--- src/rtl/smb_alert_pkg.sv ---
package smb_alert_pkg;
  localparam int ADDR_W = 7;
  localparam logic [7:0] ARA_READ = 8'h19; // 0001100 + read bit

  typedef enum logic [2:0] {
    RS_IDLE,
    RS_RX,
    RS_ACK_WAIT,
    RS_ACK,
    RS_TX,
    RS_TX_END,
    RS_HOLD
  } resp_state_t;
endpackage

--- src/rtl/smb_bus_edges.sv ---
module smb_bus_edges (
  input  logic clk,
  input  logic rst,
  input  logic scl_i,
  input  logic sda_i,
  output logic start_det,
  output logic stop_det,
  output logic scl_rise,
  output logic scl_fall
);
  logic scl_q, sda_q;

  always_ff @(posedge clk) begin
    if (rst) begin
      scl_q <= 1'b1;
      sda_q <= 1'b1;
    end else begin
      scl_q <= scl_i;
      sda_q <= sda_i;
    end
  end

  always_comb begin
    start_det = scl_i & scl_q &  sda_q & ~sda_i;
    stop_det  = scl_i & scl_q & ~sda_q &  sda_i;
    scl_rise  = scl_i & ~scl_q;
    scl_fall  = ~scl_i & scl_q;
  end
endmodule

--- src/rtl/smb_low_timer.sv ---
module smb_low_timer #(
  parameter int TOUT_CYC = 1_750_000
) (
  input  logic clk,
  input  logic rst,
  input  logic scl_i,
  output logic tout
);
  localparam int CW = $clog2(TOUT_CYC + 1);
  localparam logic [CW-1:0] LIMIT = CW'(TOUT_CYC);
  localparam logic [CW-1:0] LAST  = CW'(TOUT_CYC - 1);

  logic [CW-1:0] cnt;

  always_ff @(posedge clk) begin
    if (rst) begin
      cnt  <= '0;
      tout <= 1'b0;
    end else begin
      tout <= 1'b0;
      if (scl_i) begin
        cnt <= '0;
      end else if (cnt != LIMIT) begin
        cnt <= cnt + 1'b1;
        if (cnt == LAST) tout <= 1'b1;
      end
    end
  end
endmodule

--- src/rtl/smb_ara_resp.sv ---
module smb_ara_resp
  import smb_alert_pkg::*;
(
  input  logic              clk,
  input  logic              rst,
  input  logic              sda_i,
  input  logic              scl_rise,
  input  logic              scl_fall,
  input  logic              start_det,
  input  logic              stop_det,
  input  logic              tout,
  input  logic              pend,
  input  logic [ADDR_W-1:0] own_addr,
  output logic              pull,
  output logic              win
);
  resp_state_t state;
  logic [2:0]  bitc;
  logic [7:0]  sh;
  logic [7:0]  tx;
  logic [7:0]  rx_byte;
  logic        lose;

  always_comb begin
    rx_byte = {sh[6:0], sda_i};
    lose    = tx[bitc] & ~sda_i;
    win     = (state == RS_TX) & scl_rise & (bitc == 3'd0) & ~lose & ~tout;
  end

  always_ff @(posedge clk) begin
    if (rst || tout || stop_det) begin
      state <= RS_IDLE;
      pull  <= 1'b0;
      bitc  <= '0;
      sh    <= '0;
      tx    <= '1;
    end else if (start_det) begin
      state <= RS_RX;
      pull  <= 1'b0;
      bitc  <= '0;
    end else begin
      case (state)
        RS_RX: if (scl_rise) begin
          sh <= rx_byte;
          if (bitc == 3'd7)
            state <= (rx_byte == ARA_READ && pend) ? RS_ACK_WAIT : RS_HOLD;
          else
            bitc <= bitc + 1'b1;
        end
        RS_ACK_WAIT: if (scl_fall) begin
          pull  <= 1'b1;
          state <= RS_ACK;
        end
        RS_ACK: if (scl_fall) begin
          tx    <= {own_addr, 1'b1};
          pull  <= ~own_addr[ADDR_W-1];
          bitc  <= 3'd7;
          state <= RS_TX;
        end
        RS_TX: begin
          if (scl_rise) begin
            if (lose) begin
              pull  <= 1'b0;
              state <= RS_HOLD;
            end else if (bitc == 3'd0) begin
              state <= RS_TX_END;
            end
          end else if (scl_fall) begin
            bitc <= bitc - 1'b1;
            pull <= ~tx[bitc - 1'b1];
          end
        end
        RS_TX_END: if (scl_fall) begin
          pull  <= 1'b0;
          state <= RS_HOLD;
        end
        default: ;
      endcase
    end
  end
endmodule

--- src/rtl/smb_alert_guard.sv ---
module smb_alert_guard
  import smb_alert_pkg::*;
#(
  parameter int CLK_HZ  = 50_000_000,
  parameter int TOUT_MS = 35
) (
  input  logic              clk,
  input  logic              rst,
  input  logic              scl_i,
  input  logic              sda_i,
  input  logic              alert_req,
  input  logic [ADDR_W-1:0] own_addr,
  output logic              alert_n,
  output logic              sda_pull,
  output logic              eng_rst
);
  localparam int TOUT_CYC = CLK_HZ / 1000 * TOUT_MS;

  logic start_det, stop_det, scl_rise, scl_fall, tout, win;

  smb_bus_edges u_edges (
    .clk       (clk),
    .rst       (rst),
    .scl_i     (scl_i),
    .sda_i     (sda_i),
    .start_det (start_det),
    .stop_det  (stop_det),
    .scl_rise  (scl_rise),
    .scl_fall  (scl_fall)
  );

  smb_low_timer #(.TOUT_CYC(TOUT_CYC)) u_timer (
    .clk   (clk),
    .rst   (rst),
    .scl_i (scl_i),
    .tout  (tout)
  );

  smb_ara_resp u_resp (
    .clk       (clk),
    .rst       (rst),
    .sda_i     (sda_i),
    .scl_rise  (scl_rise),
    .scl_fall  (scl_fall),
    .start_det (start_det),
    .stop_det  (stop_det),
    .tout      (tout),
    .pend      (~alert_n),
    .own_addr  (own_addr),
    .pull      (sda_pull),
    .win       (win)
  );

  always_ff @(posedge clk) begin
    if (rst) begin
      alert_n <= 1'b1;
      eng_rst <= 1'b0;
    end else begin
      eng_rst <= start_det | stop_det | tout;
      if (alert_req)  alert_n <= 1'b0;
      else if (win)   alert_n <= 1'b1;
    end
  end
endmodule

--- config.mk ---
export PLATFORM = sky130hd
export DESIGN_NAME = smb_alert_guard
export DESIGN_NICKNAME = d
export VERILOG_FILES = /design/src/rtl/smb_alert_pkg.sv /design/src/rtl/smb_bus_edges.sv /design/src/rtl/smb_low_timer.sv /design/src/rtl/smb_ara_resp.sv /design/src/rtl/smb_alert_guard.sv
export SDC_FILE = /design/constraint.sdc
export NUM_CORES = 1
export LEC_CHECK = 0
export ABC_AREA = 1
export CAP_MARGIN = 10
export CORE_ASPECT_RATIO = 2
export CORE_UTILIZATION = 60
export CTS_CLUSTER_SIZE = 28
export DETAILED_ROUTE_END_ITERATION = 6
export GPL_ROUTABILITY_DRIVEN = 0
export MAX_ROUTING_LAYER = met4
export PLACE_DENSITY = 0.91
export SYNTH_ARGS = -nofsm -noshare
export SYNTH_HDL_FRONTEND = slang
export SYNTH_HIERARCHICAL = 1
export SYNTH_SLANG_ARGS = --single-unit
--- constraint.sdc ---
create_clock -name clk -period 1.8 [get_ports clk]
set_clock_uncertainty 0.05 [all_clocks]
set_input_delay 0.36 -clock clk [delete_from_list [all_inputs] [get_ports clk]]
set_output_delay 0.36 -clock clk [all_outputs]
set_load 0.01 [all_outputs]
Word-level counts from Yosys, hierarchy flattened
Index checks and enable logic that the tools add are counted.
{"block": "totals", "inputBits": 12, "output_inout_bits": 3, "reg_bits": 47, "elab_cells": 119}
{"block": "classes", "bitwise_logic": 25, "reduce_logical": 18, "n_eq_ne": 28, "addsub": 3, "n_lt_le_gt_ge": 2, "muxes": 31}
{"cell": "$mux 3", "count": 14}
{"cell": "$add 21x1->21 const B", "count": 1}
{"cell": "$eq 21x21->1 const B", "count": 1}
{"cell": "$ne 21x21->1 const B", "count": 1}
{"cell": "$reduce_and 8->1", "count": 2}
{"cell": "$ne 3x2->1 const B", "count": 5}
{"cell": "$pmux 3 s5", "count": 1}
{"cell": "$and 1x1->1", "count": 12}
{"cell": "$mux 1", "count": 12}
{"cell": "$ne 2x2->1 const B", "count": 6}
{"cell": "$ne 3x3->1 const B", "count": 4}
{"cell": "$reduce_and 6->1", "count": 2}
{"cell": "$not 1->1", "count": 11}
{"cell": "$eq 3x3->1 const B", "count": 3}
{"cell": "$pmux 3 s3", "count": 1}
{"cell": "$eq 8x5->1 const B", "count": 1}
{"cell": "$lt 3x4->1 const B", "count": 2}
{"cell": "$bmux 1 s3", "count": 2}
{"cell": "$eq 3x2->1 const B", "count": 2}
{"cell": "$ne 2x1->1 const B", "count": 3}
{"cell": "$reduce_and 3->1", "count": 2}
{"cell": "$reduce_bool 6->1", "count": 1}
{"cell": "$reduce_bool 5->1", "count": 1}
{"cell": "$ne 4x3->1 const B", "count": 1}
{"cell": "other kinds (13)", "count": 16}

Depth between registers and ports, before layout
Gate-level depths: netlist of the first run.
{"block": "depth", "depth_word": 8, "mapped_depth": 11, "mapped_depth_nobuf": 11}

By module
Netlist of the first run, hierarchy kept.
{"mod": "smb_ara_resp", "cells_each": 191, "instances": 1, "seq_area_each_um2": 420.4, "area_each_um2": 1322.5}
{"mod": "smb_low_timer", "cells_each": 183, "instances": 1, "seq_area_each_um2": 440.4, "area_each_um2": 1248.7}
{"mod": "smb_bus_edges", "cells_each": 16, "instances": 1, "seq_area_each_um2": 40.0, "area_each_um2": 92.6}
{"mod": "smb_alert_guard", "cells_each": 8, "instances": 1, "seq_area_each_um2": 40.0, "area_each_um2": 71.3}

Worst setup path before layout of the first run
OpenSTA, ideal clock, no wires.
{"block": "synth_path", "path_kind": "register to register", "startpoint": "register u_resp.bitc[0]", "endpoint": "register u_resp.pull", "setup_time_ns": 0.113, "arrival_time_ns": 1.297, "stages_incl_launch_ff": 11, "period_less_slack_ns": 1.460, "path_buffers": 0, "path_slack_ns": 0.340, "required_time_ns": 1.637, "path_cell_list": "dfxtp_1 > inv_1 > ha_1 > inv_1 > nand3_1 > a21oi_1 > nor2_1 > nand2_1 > nand2_1 > nor2_1 > nor2_1"}
{"block": "synth_via", "elab_chain_cells": 7, "word_cells_on_any_way": 12, "cone_classes": "1 x add/sub; 1 x eq/ne; 7 x mux; 2 x bitwise; 1 x reduce/logical"}
{"item": "start, declared", "line_no": "smb_ara_resp.sv:18", "source": "logic [2:0] bitc;"}
{"item": "start signal, assigned", "line_no": "smb_ara_resp.sv:48", "source": "bitc <= bitc + 1'b1;"}
{"item": "start signal, assigned", "line_no": "smb_ara_resp.sv:69", "source": "bitc <= bitc - 1'b1;"}
{"item": "$sub 3x1->3", "line_no": "smb_ara_resp.sv:70", "source": "pull <= ~tx[bitc - 1'b1];"}
{"item": "$bmux 1 s3", "line_no": "smb_ara_resp.sv:70"}
{"item": "$mux 1 (implied by the code)", "line_no": "smb_ara_resp.sv:70"}
{"item": "$not 1->1", "line_no": "smb_ara_resp.sv:70"}
{"item": "$mux 1", "line_no": "smb_ara_resp.sv:68", "source": "end else if (scl_fall) begin"}
{"item": "$mux 1", "line_no": "smb_ara_resp.sv:61", "source": "if (scl_rise) begin"}
{"item": "$pmux 1 s4", "line_no": "smb_ara_resp.sv:42", "source": "case (state)"}
{"item": "end signal, assigned", "line_no": "smb_ara_resp.sv:56", "source": "pull <= ~own_addr[ADDR_W-1];"}
{"item": "end signal, assigned", "line_no": "smb_ara_resp.sv:70"}
{"item": "end, declared", "line_no": "smb_ara_resp.sv:14", "source": "output logic pull,"}
Several ways; a longest one is shown, not always the timed one. The select of a mux whose other input is x is not followed.
A chain may end at the register's enable or synchronous reset.

Final worst setup path of the first run
Ends and elaborated chain as after synthesis.

==> impl_table.tex, run 1 <==
\begin{tabular}{lr}
\hline
Metric & Value \\
\hline
\multicolumn{2}{l}{\textbf{Timing}} \\
Post-layout minimum cycle time & about 1.7 ns \\
Final Hold Slack & around 0.43 ns \\
Max Fclk & 598 MHz \\
PnR worst setup slack & 0.127 ns \\
Actual slew at the worst max-slew pin & 0.275 ns \\
Relative slew slack & around four fifths \\
Final number of setup-violating endpoints & 0 \\
Final period util & between 90 and 100\% \\
Final Slew Violations & 0 \\
Count of final hold-check violations & 0 \\
\multicolumn{2}{l}{\textbf{Layout}} \\
Layout Cells excl Fill & approximately 490 \\
Post-layout net count & 451 \\
Utilization after layout & between 70 and 80\% \\
Filler Cell Count & 379 \\
Fraction of layout instances using a drive strength above 1 & between 10\% and 20\% \\
Antenna cell count & 0 \\
Area growth from synthesis to final layout & 15.7\% \\
\multicolumn{2}{l}{\textbf{Yosys}} \\
Parity-gate share of the synthesized area counting xor and xnor cells & under 10\% \\
Register bit count reported by yosys & 47 \\
Number of warning messages in the yosys log & 6 \\
Mean cell area of the mapped netlist & between 6 and 7 um2 \\
Synthesized netlist net count & about 420 \\
Sequential-to-total area share from yosys stat & 34.4\% \\
Ranking of synthesized cells by area & sky130\_fd\_sc\_hd\_\_dfxtp\_1, sky130\_fd\_sc\_hd\_\_nand2\_1, sky130\_fd\_sc\_hd\_\_nor2\_1, sky130\_fd\_sc\_hd\_\_inv\_1, sky130\_fd\_sc\_hd\_\_nand3\_1 \\
Arithmetic-cell share of the synthesized area counting full adders, half adders and majority gates & under 10\% \\
Main combinational cell family by area after synthesis & simple AND/OR/NAND/NOR gates \\
Gate count after technology mapping & 398 \\
Most area-hungry cell type in the Yosys netlist & sky130\_fd\_sc\_hd\_\_dfxtp\_1 \\
Combined area of all synthesized cells & $\sim$2700 um2 \\
Area share of the leading cell type in the synthesized netlist & about a third \\
Unique cell type count in the Yosys netlist & 38 \\
Post-synthesis compound-gate area fraction & 12.1\% \\
Portion of netlist area occupied by mux cells & 0\% \\
Share of synthesized cell area in and, or, nand and nor gates & just over 40\% \\
\multicolumn{2}{l}{\textbf{Min path}} \\
Kind of path behind the tightest hold check & flip-flop to flip-flop \\
\multicolumn{2}{l}{\textbf{Placement}} \\
Dpl cells & between 400 and 500 \\
Buffers added on ports & 14 \\
Final HPWL from detailed placement & just over 5000 um \\
Worst slack at placement & -0.196 ns \\
\multicolumn{2}{l}{\textbf{Route}} \\
Iteration-0 DRC Markers & 88 \\
Post-route antenna net violation count & 0 \\
Via count & between 2000 and 3000 \\
Drt pass-1 iters & 4 \\
Via count normalized by instance count & between 5 and 6 \\
Total length of routed wires & roughly 6600 um \\
Number of remaining DRC errors & 0 \\
Average wire per cell in the routed design & around 13 um \\
\multicolumn{2}{l}{\textbf{Global routing}} \\
Pin count of the biggest net entering global routing & 17 \\
GRT Resource Usage Total & between 30\% and 40\% \\
Number of global-route vias before repair & approximately 2800 \\
Antenna violations before repair & 0 \\
Global-route wire length before repair & between 10000 and 15000 um \\
Residual overflow from global routing & 0 \\
\multicolumn{2}{l}{\textbf{CTS}} \\
Number of buffers inserted during clock tree synthesis & 5 \\
Number of sinks on the clock net & 47 \\
Clock-pin transition on the worst setup and hold timing paths & $\sim$0.10 ns \\
CTS tree & done \\
Root Driver & sky130\_fd\_sc\_hd\_\_clkbuf\_8 \\
Clock insertion delay at the later pin of the skew report & roughly 0.30 ns \\
Number of buffers between clock root and the deepest sink & 2 \\
Clock H-tree levels & 2 \\
Post-CTS setup repair buffer count & 0 \\
\multicolumn{2}{l}{\textbf{Setup path}} \\
Crit path capture type & flip-flop \\
Sum of buffers and inverters on the critical path & 2 \\
CP cell instances & inv\_1 > ha\_1 > inv\_1 > nand3\_1 > a21oi\_1 > nor2\_1 > nand2\_1 > nand2\_1 > nor2\_1 > nor2\_1 \\
Largest incremental delay on the critical path & 0.40 ns \\
Standard cell with the maximum stage delay on the critical path & sky130\_fd\_sc\_hd\_\_dfxtp\_1 \\
Worst Path Max Fanout & 4 \\
Data required time at the worst endpoint & between 1.5 and 2 ns \\
Critical Path Source Type & flip-flop \\
Arrival time of data at the critical path endpoint & around 1.8 ns \\
Dominant cell type by count on the critical path & sky130\_fd\_sc\_hd\_\_nor2\_1 \\
Family of cells with the greatest summed delay on the critical path & simple AND/OR/NAND/NOR gates \\
Path type of the worst setup path & flip-flop to flip-flop \\
\multicolumn{2}{l}{\textbf{Power and ir drop}} \\
Power Dens Cells & 863 nW/um2 \\
Max rail drop VDD & just over 600 uV \\
Leakage power & about 1.3 nW \\
Total power of the final layout & 0.00273 W \\
\multicolumn{2}{l}{\textbf{Run}} \\
Max-Cap Viols & 0 \\
\multicolumn{2}{l}{\textbf{Die}} \\
Core area & about 4300 um2 \\
I/O pins & 15 \\
Die height & between 90 and 100 um \\
Die Outline Area & 4850 um2 \\
Horizontal die dimension & between 40 and 50 um \\
Initial standard-cell utilization of the core & $\sim$63\% \\
\# rows & 34 \\
\multicolumn{2}{l}{\textbf{Run status}} \\
Run status & completed \\
\hline
\end{tabular}
## routing by layer
metal	routed length [um]	global-route usage, %	vias to the layer above
met5	0	-	-
li1	-	-	1333
met2	3680	57.4	77
met3	194	2.82	40
met4	395	23.7	0
met1	2290	24.7	1208
## report_power, final
group / internal [W] / total [W] / leakage, nW / switching, W
logic: 0.000351 / 0.000885 / 0.897 / 0.000534
registers: 0.00111 / 0.00118 / 0.382 / 0.0000737
clock network: 0.000278 / 0.000662 / 0.0408 / 0.000384
total: 0.00174 / 0.00273 / 1.32 / 0.000992
## synth_stat cells
library cell and count:
sky130_fd_sc_hd__nand3_4 2, sky130_fd_sc_hd__ha_1 6, sky130_fd_sc_hd__nand2_4 1, sky130_fd_sc_hd__buf_2 3
sky130_fd_sc_hd__nand4_1 5, sky130_fd_sc_hd__dfxtp_1 47, sky130_fd_sc_hd__nor2_1 64, sky130_fd_sc_hd__nand3_1 26
sky130_fd_sc_hd__xor2_1 4, sky130_fd_sc_hd__clkinv_1 1, sky130_fd_sc_hd__nor2_8 2, sky130_fd_sc_hd__inv_1 48
sky130_fd_sc_hd__xnor2_1 1, sky130_fd_sc_hd__or2_1 1, sky130_fd_sc_hd__and3_2 1, sky130_fd_sc_hd__inv_2 5
sky130_fd_sc_hd__nor2_4 6, sky130_fd_sc_hd__a22oi_1 1, sky130_fd_sc_hd__o21ai_1 4, sky130_fd_sc_hd__buf_6 1
sky130_fd_sc_hd__o21bai_2 2, sky130_fd_sc_hd__o21ai_0 15, sky130_fd_sc_hd__nor3_4 1, sky130_fd_sc_hd__nor3_1 5
sky130_fd_sc_hd__clkbuf_1 1, sky130_fd_sc_hd__nand3b_1 2, sky130_fd_sc_hd__nand2_2 10, sky130_fd_sc_hd__o211ai_1 3
sky130_fd_sc_hd__inv_4 2, sky130_fd_sc_hd__o221ai_4 1, sky130_fd_sc_hd__a21oi_1 21, sky130_fd_sc_hd__nand3_2 3
sky130_fd_sc_hd__nor2_2 3, sky130_fd_sc_hd__o211ai_2 3, sky130_fd_sc_hd__o22ai_1 1, sky130_fd_sc_hd__nand2_1 94
sky130_fd_sc_hd__nor3_2 1, sky130_fd_sc_hd__o21a_1 1
## timing repair
item,CTS,global route
hold buffers,0,0
endpoints found under the setup margin,0,7
gates resized for setup,0,3
## cells by family (layout without fill, tap and decap cells)
family	Yosys count	in the layout
buffers and inverters	61	97
AND/OR/NAND/NOR	227	227
XOR/XNOR	5	5
AO/OA/AOI/OAI	52	52
adder cells (fa/ha/maj)	6	6
flip-flops	47	47
## worst paths after layout
path | start | endpoint | slack (ns) | cells past startpoint
min reg2reg | u_resp/tx[7] | u_resp/tx[7] | 0.43 | 2
max reg2reg | u_resp/bitc[0] | u_resp/pull | 0.13 | 10
max | u_resp/bitc[0] | u_resp/pull | 0.13 | 10
min | u_resp/tx[7] | u_resp/tx[7] | 0.43 | 2
## layout make-up
type | instances | area [um2] | area share, %
Clock buffer | 5 | 68.8 | 2.17
Clock inverter | 3 | 23.8 | 0.751
Inverter | 56 | 215 | 6.80
Multi-Input combinational cell | 290 | 1550 | 49.0
Sequential cell | 47 | 942 | 29.8
Tap cell | 54 | 67.6 | 2.14
Timing Repair Buffer | 33 | 295 | 9.33
## registers in the layout (all words and copies together), names as in the netlist
register and count:
u_timer/cnt 21, u_edges/sda_q 1, u_resp/tx 7, u_resp/sh 7, u_resp/pull 1, alert_n 1
u_resp/state 3, u_resp/bitc 3, u_edges/scl_q 1, u_timer/tout 1, eng_rst 1
## worst reg2reg max path, cell delays in order, from the launching register on
cell	delay, ns
sky130_fd_sc_hd__dfxtp_1	0.40
sky130_fd_sc_hd__inv_1	0.09
sky130_fd_sc_hd__ha_1	0.36
sky130_fd_sc_hd__inv_1	0.13
sky130_fd_sc_hd__nand3_1	0.11
sky130_fd_sc_hd__a21oi_1	0.14
sky130_fd_sc_hd__nor2_1	0.05
sky130_fd_sc_hd__nand2_1	0.07
sky130_fd_sc_hd__nand2_1	0.05
sky130_fd_sc_hd__nor2_1	0.09
sky130_fd_sc_hd__nor2_1	0.05
## cells in the final DEF (no fill, tap or decap), types with 2 or more instances in the layout
master / n
sky130_fd_sc_hd__nand3b_1: 2
sky130_fd_sc_hd__nor2_2: 4
sky130_fd_sc_hd__nand3_1: 26
sky130_fd_sc_hd__clkdlybuf4s50_1: 14
sky130_fd_sc_hd__o21ai_0: 14
sky130_fd_sc_hd__nor3_1: 5
sky130_fd_sc_hd__o211ai_1: 3
sky130_fd_sc_hd__clkbuf_8: 5
sky130_fd_sc_hd__o211ai_2: 3
sky130_fd_sc_hd__dfxtp_1: 46
sky130_fd_sc_hd__a21oi_1: 21
sky130_fd_sc_hd__nor2_4: 6
sky130_fd_sc_hd__inv_2: 5
sky130_fd_sc_hd__ha_1: 6
sky130_fd_sc_hd__buf_4: 18
sky130_fd_sc_hd__nor2_8: 2
sky130_fd_sc_hd__nor2_1: 63
sky130_fd_sc_hd__nand2_1: 94
sky130_fd_sc_hd__xor2_1: 4
sky130_fd_sc_hd__clkinvlp_4: 2
sky130_fd_sc_hd__nand4_1: 5
sky130_fd_sc_hd__nand2_2: 10
sky130_fd_sc_hd__nand3_4: 2
sky130_fd_sc_hd__o21bai_2: 2
sky130_fd_sc_hd__inv_4: 2
sky130_fd_sc_hd__inv_1: 48
sky130_fd_sc_hd__o21ai_1: 5
sky130_fd_sc_hd__nand3_2: 3
## per-stage QoR
step           area, um2  TNS [ns]
2_1_floorplan       2740         0
3_3_place_gp        3070     -1.08
3_5_place_dp        3070     -2.22
4_1_cts             3160         0
5_1_grt             3160   -0.0104
6_report            3160         0
Power figures use the tool's default switching activity.
==> run 2: changes to the inputs <==
--- a/config.mk
+++ b/config.mk
@@ -7,13 +7,15 @@
 export LEC_CHECK = 0
 export ABC_AREA = 1
 export CAP_MARGIN = 10
+export CELL_PAD_IN_SITES_DETAIL_PLACEMENT = 1
+export CELL_PAD_IN_SITES_GLOBAL_PLACEMENT = 1
 export CORE_ASPECT_RATIO = 2
-export CORE_UTILIZATION = 60
+export CORE_UTILIZATION = 46
 export CTS_CLUSTER_SIZE = 28
 export DETAILED_ROUTE_END_ITERATION = 6
 export GPL_ROUTABILITY_DRIVEN = 0
 export MAX_ROUTING_LAYER = met4
-export PLACE_DENSITY = 0.91
+export PLACE_DENSITY = 0.95
 export SYNTH_ARGS = -nofsm -noshare
 export SYNTH_HDL_FRONTEND = slang
 export SYNTH_HIERARCHICAL = 1
==> constraint.sdc (replaced) <==
create_clock -name clk -period 2.04 [get_ports clk]
set_clock_uncertainty 0.05 [all_clocks]
set_input_delay 0.408 -clock clk [delete_from_list [all_inputs] [get_ports clk]]
set_output_delay 0.408 -clock clk [all_outputs]
set_load 0.01 [all_outputs]
==> impl_table.tex, run 2 (synthesis results as in run 1) <==
\begin{tabular}{lr}
\hline
Metric & Value \\
\hline
\multicolumn{2}{l}{\textbf{Run status}} \\
Run status & completed \\
\multicolumn{2}{l}{\textbf{CTS}} \\
CTS tree & done \\
Post-CTS setup repair buffer count & 0 \\
Number of buffers inserted during clock tree synthesis & 5 \\
Root Driver & sky130\_fd\_sc\_hd\_\_clkbuf\_16 \\
Clock insertion delay at the later pin of the skew report & $\sim$0.29 ns \\
Number of hold buffers added after CTS & 0 \\
CTS resizes & 0 \\
Number of sinks on the clock net & 47 \\
Clock H-tree levels & 2 \\
Number of buffers between clock root and the deepest sink & 2 \\
Clock-pin transition on the worst setup and hold timing paths & about 0.060 ns \\
\multicolumn{2}{l}{\textbf{Timing}} \\
Actual slew at the worst max-slew pin & roughly 0.48 ns \\
Final number of setup-violating endpoints & 0 \\
Final period util & 88.7\% \\
Relative slew slack & around two thirds \\
Count of final hold-check violations & 0 \\
RSZ-0062 raised after global routing & false \\
PnR worst setup slack & around 0.23 ns \\
Max Fclk & around 550 MHz \\
Final Slew Violations & 0 \\
Post-layout minimum cycle time & 1.81 ns \\
\multicolumn{2}{l}{\textbf{Layout}} \\
Filler Cell Count & 758 \\
Register with the most flip-flops & u\_timer/cnt \\
Fraction of layout instances using a drive strength above 1 & 14.4\% \\
Area growth from synthesis to final layout & 15.4\% \\
Most common cell after layout, fill and taps aside & sky130\_fd\_sc\_hd\_\_nand2\_1 \\
Post-layout net count & $\sim$440 \\
Layout Cells excl Fill & just under 500 \\
Final standard cell area without fillers & 3160 um2 \\
Largest registers in the final layout & u\_timer/cnt (21), u\_resp/sh (7), u\_resp/tx (7) \\
Most frequent cells in the layout & sky130\_fd\_sc\_hd\_\_nand2\_1, sky130\_fd\_sc\_hd\_\_nor2\_1, sky130\_fd\_sc\_hd\_\_inv\_1, sky130\_fd\_sc\_hd\_\_dfxtp\_1, sky130\_fd\_sc\_hd\_\_nand3\_1 \\
Number of flip-flops in the largest register & 21 \\
Antenna cell count & 0 \\
\multicolumn{2}{l}{\textbf{Die}} \\
Core area & 5710 um2 \\
\# rows & 39 \\
I/O pins & 15 \\
Horizontal die dimension & 56.5 um \\
Initial standard-cell utilization of the core & between 40\% and 50\% \\
Die height & approximately 110 um \\
Die Outline Area & 6280 um2 \\
\multicolumn{2}{l}{\textbf{Setup path}} \\
Path type of the worst setup path & input port to flip-flop \\
Critical Path Source Type & input port \\
Arrival time of data at the critical path endpoint & just under 2 ns \\
Worst Path Max Fanout & 5 \\
Crit path capture type & flip-flop \\
Data required time at the worst endpoint & 2.22 ns \\
\multicolumn{2}{l}{\textbf{Placement}} \\
Buffers added on ports & 14 \\
Worst slack at placement & -0.0692 ns \\
Dpl cells & 478 \\
Dpl cell area & roughly 3000 um2 \\
Final HPWL from detailed placement & slightly above 6000 um \\
\multicolumn{2}{l}{\textbf{Min path}} \\
Kind of path behind the tightest hold check & flip-flop to flip-flop \\
\multicolumn{2}{l}{\textbf{Power and ir drop}} \\
Max rail drop VDD & a little over 800 uV \\
Clk pwr share & approximately a third \\
Proportion of power drawn by flip-flops and latches & between 30\% and 40\% \\
Total power of the final layout & approximately 0.0027 W \\
Fraction of power spent switching nets & between 30\% and 40\% \\
Net switching component of the power & around 0.0009 W \\
Combinational share of power & 29.0\% \\
Leakage power & 1.31 nW \\
Power Dens Cells & between 800 and 900 nW/um2 \\
Internal power summed over all cells & about 0.0018 W \\
\multicolumn{2}{l}{\textbf{Global routing}} \\
GRT Resource Usage Total & 27.9\% \\
Number of global-route vias before repair & about 2900 \\
Antenna violations before repair & 0 \\
Global-route wire length before repair & $\sim$13000 um \\
Residual overflow from global routing & 0 \\
Pin count of the biggest net entering global routing & 16 \\
\multicolumn{2}{l}{\textbf{Route}} \\
Total length of routed wires & approximately 7700 um \\
Drt pass-1 iters & 4 \\
Post-route antenna net violation count & 0 \\
Via count normalized by instance count & around 5.5 \\
Average wire per cell in the routed design & 15.9 um \\
Number of remaining DRC errors & 0 \\
Iteration-0 DRC Markers & just over 80 \\
Via count & approximately 2700 \\
\multicolumn{2}{l}{\textbf{Run}} \\
Max-Cap Viols & 0 \\
\hline
\end{tabular}
[run 2: changes by cell type in the layout (fill, tap and decap cells not counted), sizes merged]
| cell | change |
|---|---|
| buf | -9 |
| clkinvlp | -1 |
| inv | -1 |
| clkbuf | +2 |
[run 2: critical path: stages]
cell                              delay, ns
sky130_fd_sc_hd__clkdlybuf4s50_1       0.53
sky130_fd_sc_hd__inv_1                 0.07
sky130_fd_sc_hd__nor2_1                0.13
sky130_fd_sc_hd__inv_1                 0.10
sky130_fd_sc_hd__a22oi_1               0.39
sky130_fd_sc_hd__nand2_1               0.14
sky130_fd_sc_hd__nand2_1               0.08
sky130_fd_sc_hd__nand2_1               0.05
sky130_fd_sc_hd__nor2_1                0.09
[run 2: through the flow]
| stage | hold WS (ns) | util, % | TNS, ns |
|---|---|---|---|
| after floorplan | 0.395 | - | 0 |
| after global placement | 0.413 | 52.5 | 0 |
| after detailed placement | 0.429 | 52.5 | -0.201 |
| after CTS | 0.440 | 55.3 | 0 |
| after global routing | 0.476 | 55.3 | 0 |
| final | 0.439 | 55.3 | 0 |
[run 2: path summary, 6_finish.rpt]
check	startpoint	endpoint	slack, ns	cells past startpoint
max	scl_i	u_resp/bitc[2]	0.23	9
max reg2reg	u_resp/bitc[0]	u_resp/pull	0.28	10
min	u_timer/cnt[12]	u_timer/cnt[12]	0.44	1
min reg2reg	u_timer/cnt[12]	u_timer/cnt[12]	0.44	1
[run 2: area by class of cell]
cell class,instances,area [um2],area share [%]
flip-flops and latches,47,941,29.8
well taps,61,76.3,2.42
clock inverters,1,7.51,0.238
inverters,56,215,6.82
clock buffers,7,153,4.84
multi-input cells,290,1550,49.1
repair buffers,24,215,6.82
[run 2: power by group through the flow]
stage	combinational, W	sequential [W]	clock, W
global placement	0.000734	0.00105	0
CTS	0.000783	0.00103	0.000903
global route	0.000873	0.00104	0.000946
finish	0.000785	0.00103	0.000888
floorplan	0.000535	0.00105	0
detailed placement	0.000772	0.00105	0
[run 2: routing by layer]
layer | track usage [%] | part of all wire, %
met3 | 3.97 | 1.9
met2 | 54.7 | 60
met5 | - | 0
met1 | 23.2 | 34
met4 | 16.1 | 4.4
==> run 3: changes to the inputs <==
--- a/config.mk
+++ b/config.mk
@@ -20,3 +20,4 @@
 export SYNTH_HDL_FRONTEND = slang
 export SYNTH_HIERARCHICAL = 1
 export SYNTH_SLANG_ARGS = --single-unit
+export TNS_END_PERCENT = 10
==> results of run 3 <==
No change in the layout: final DEF, timing and power equal those of run 2.
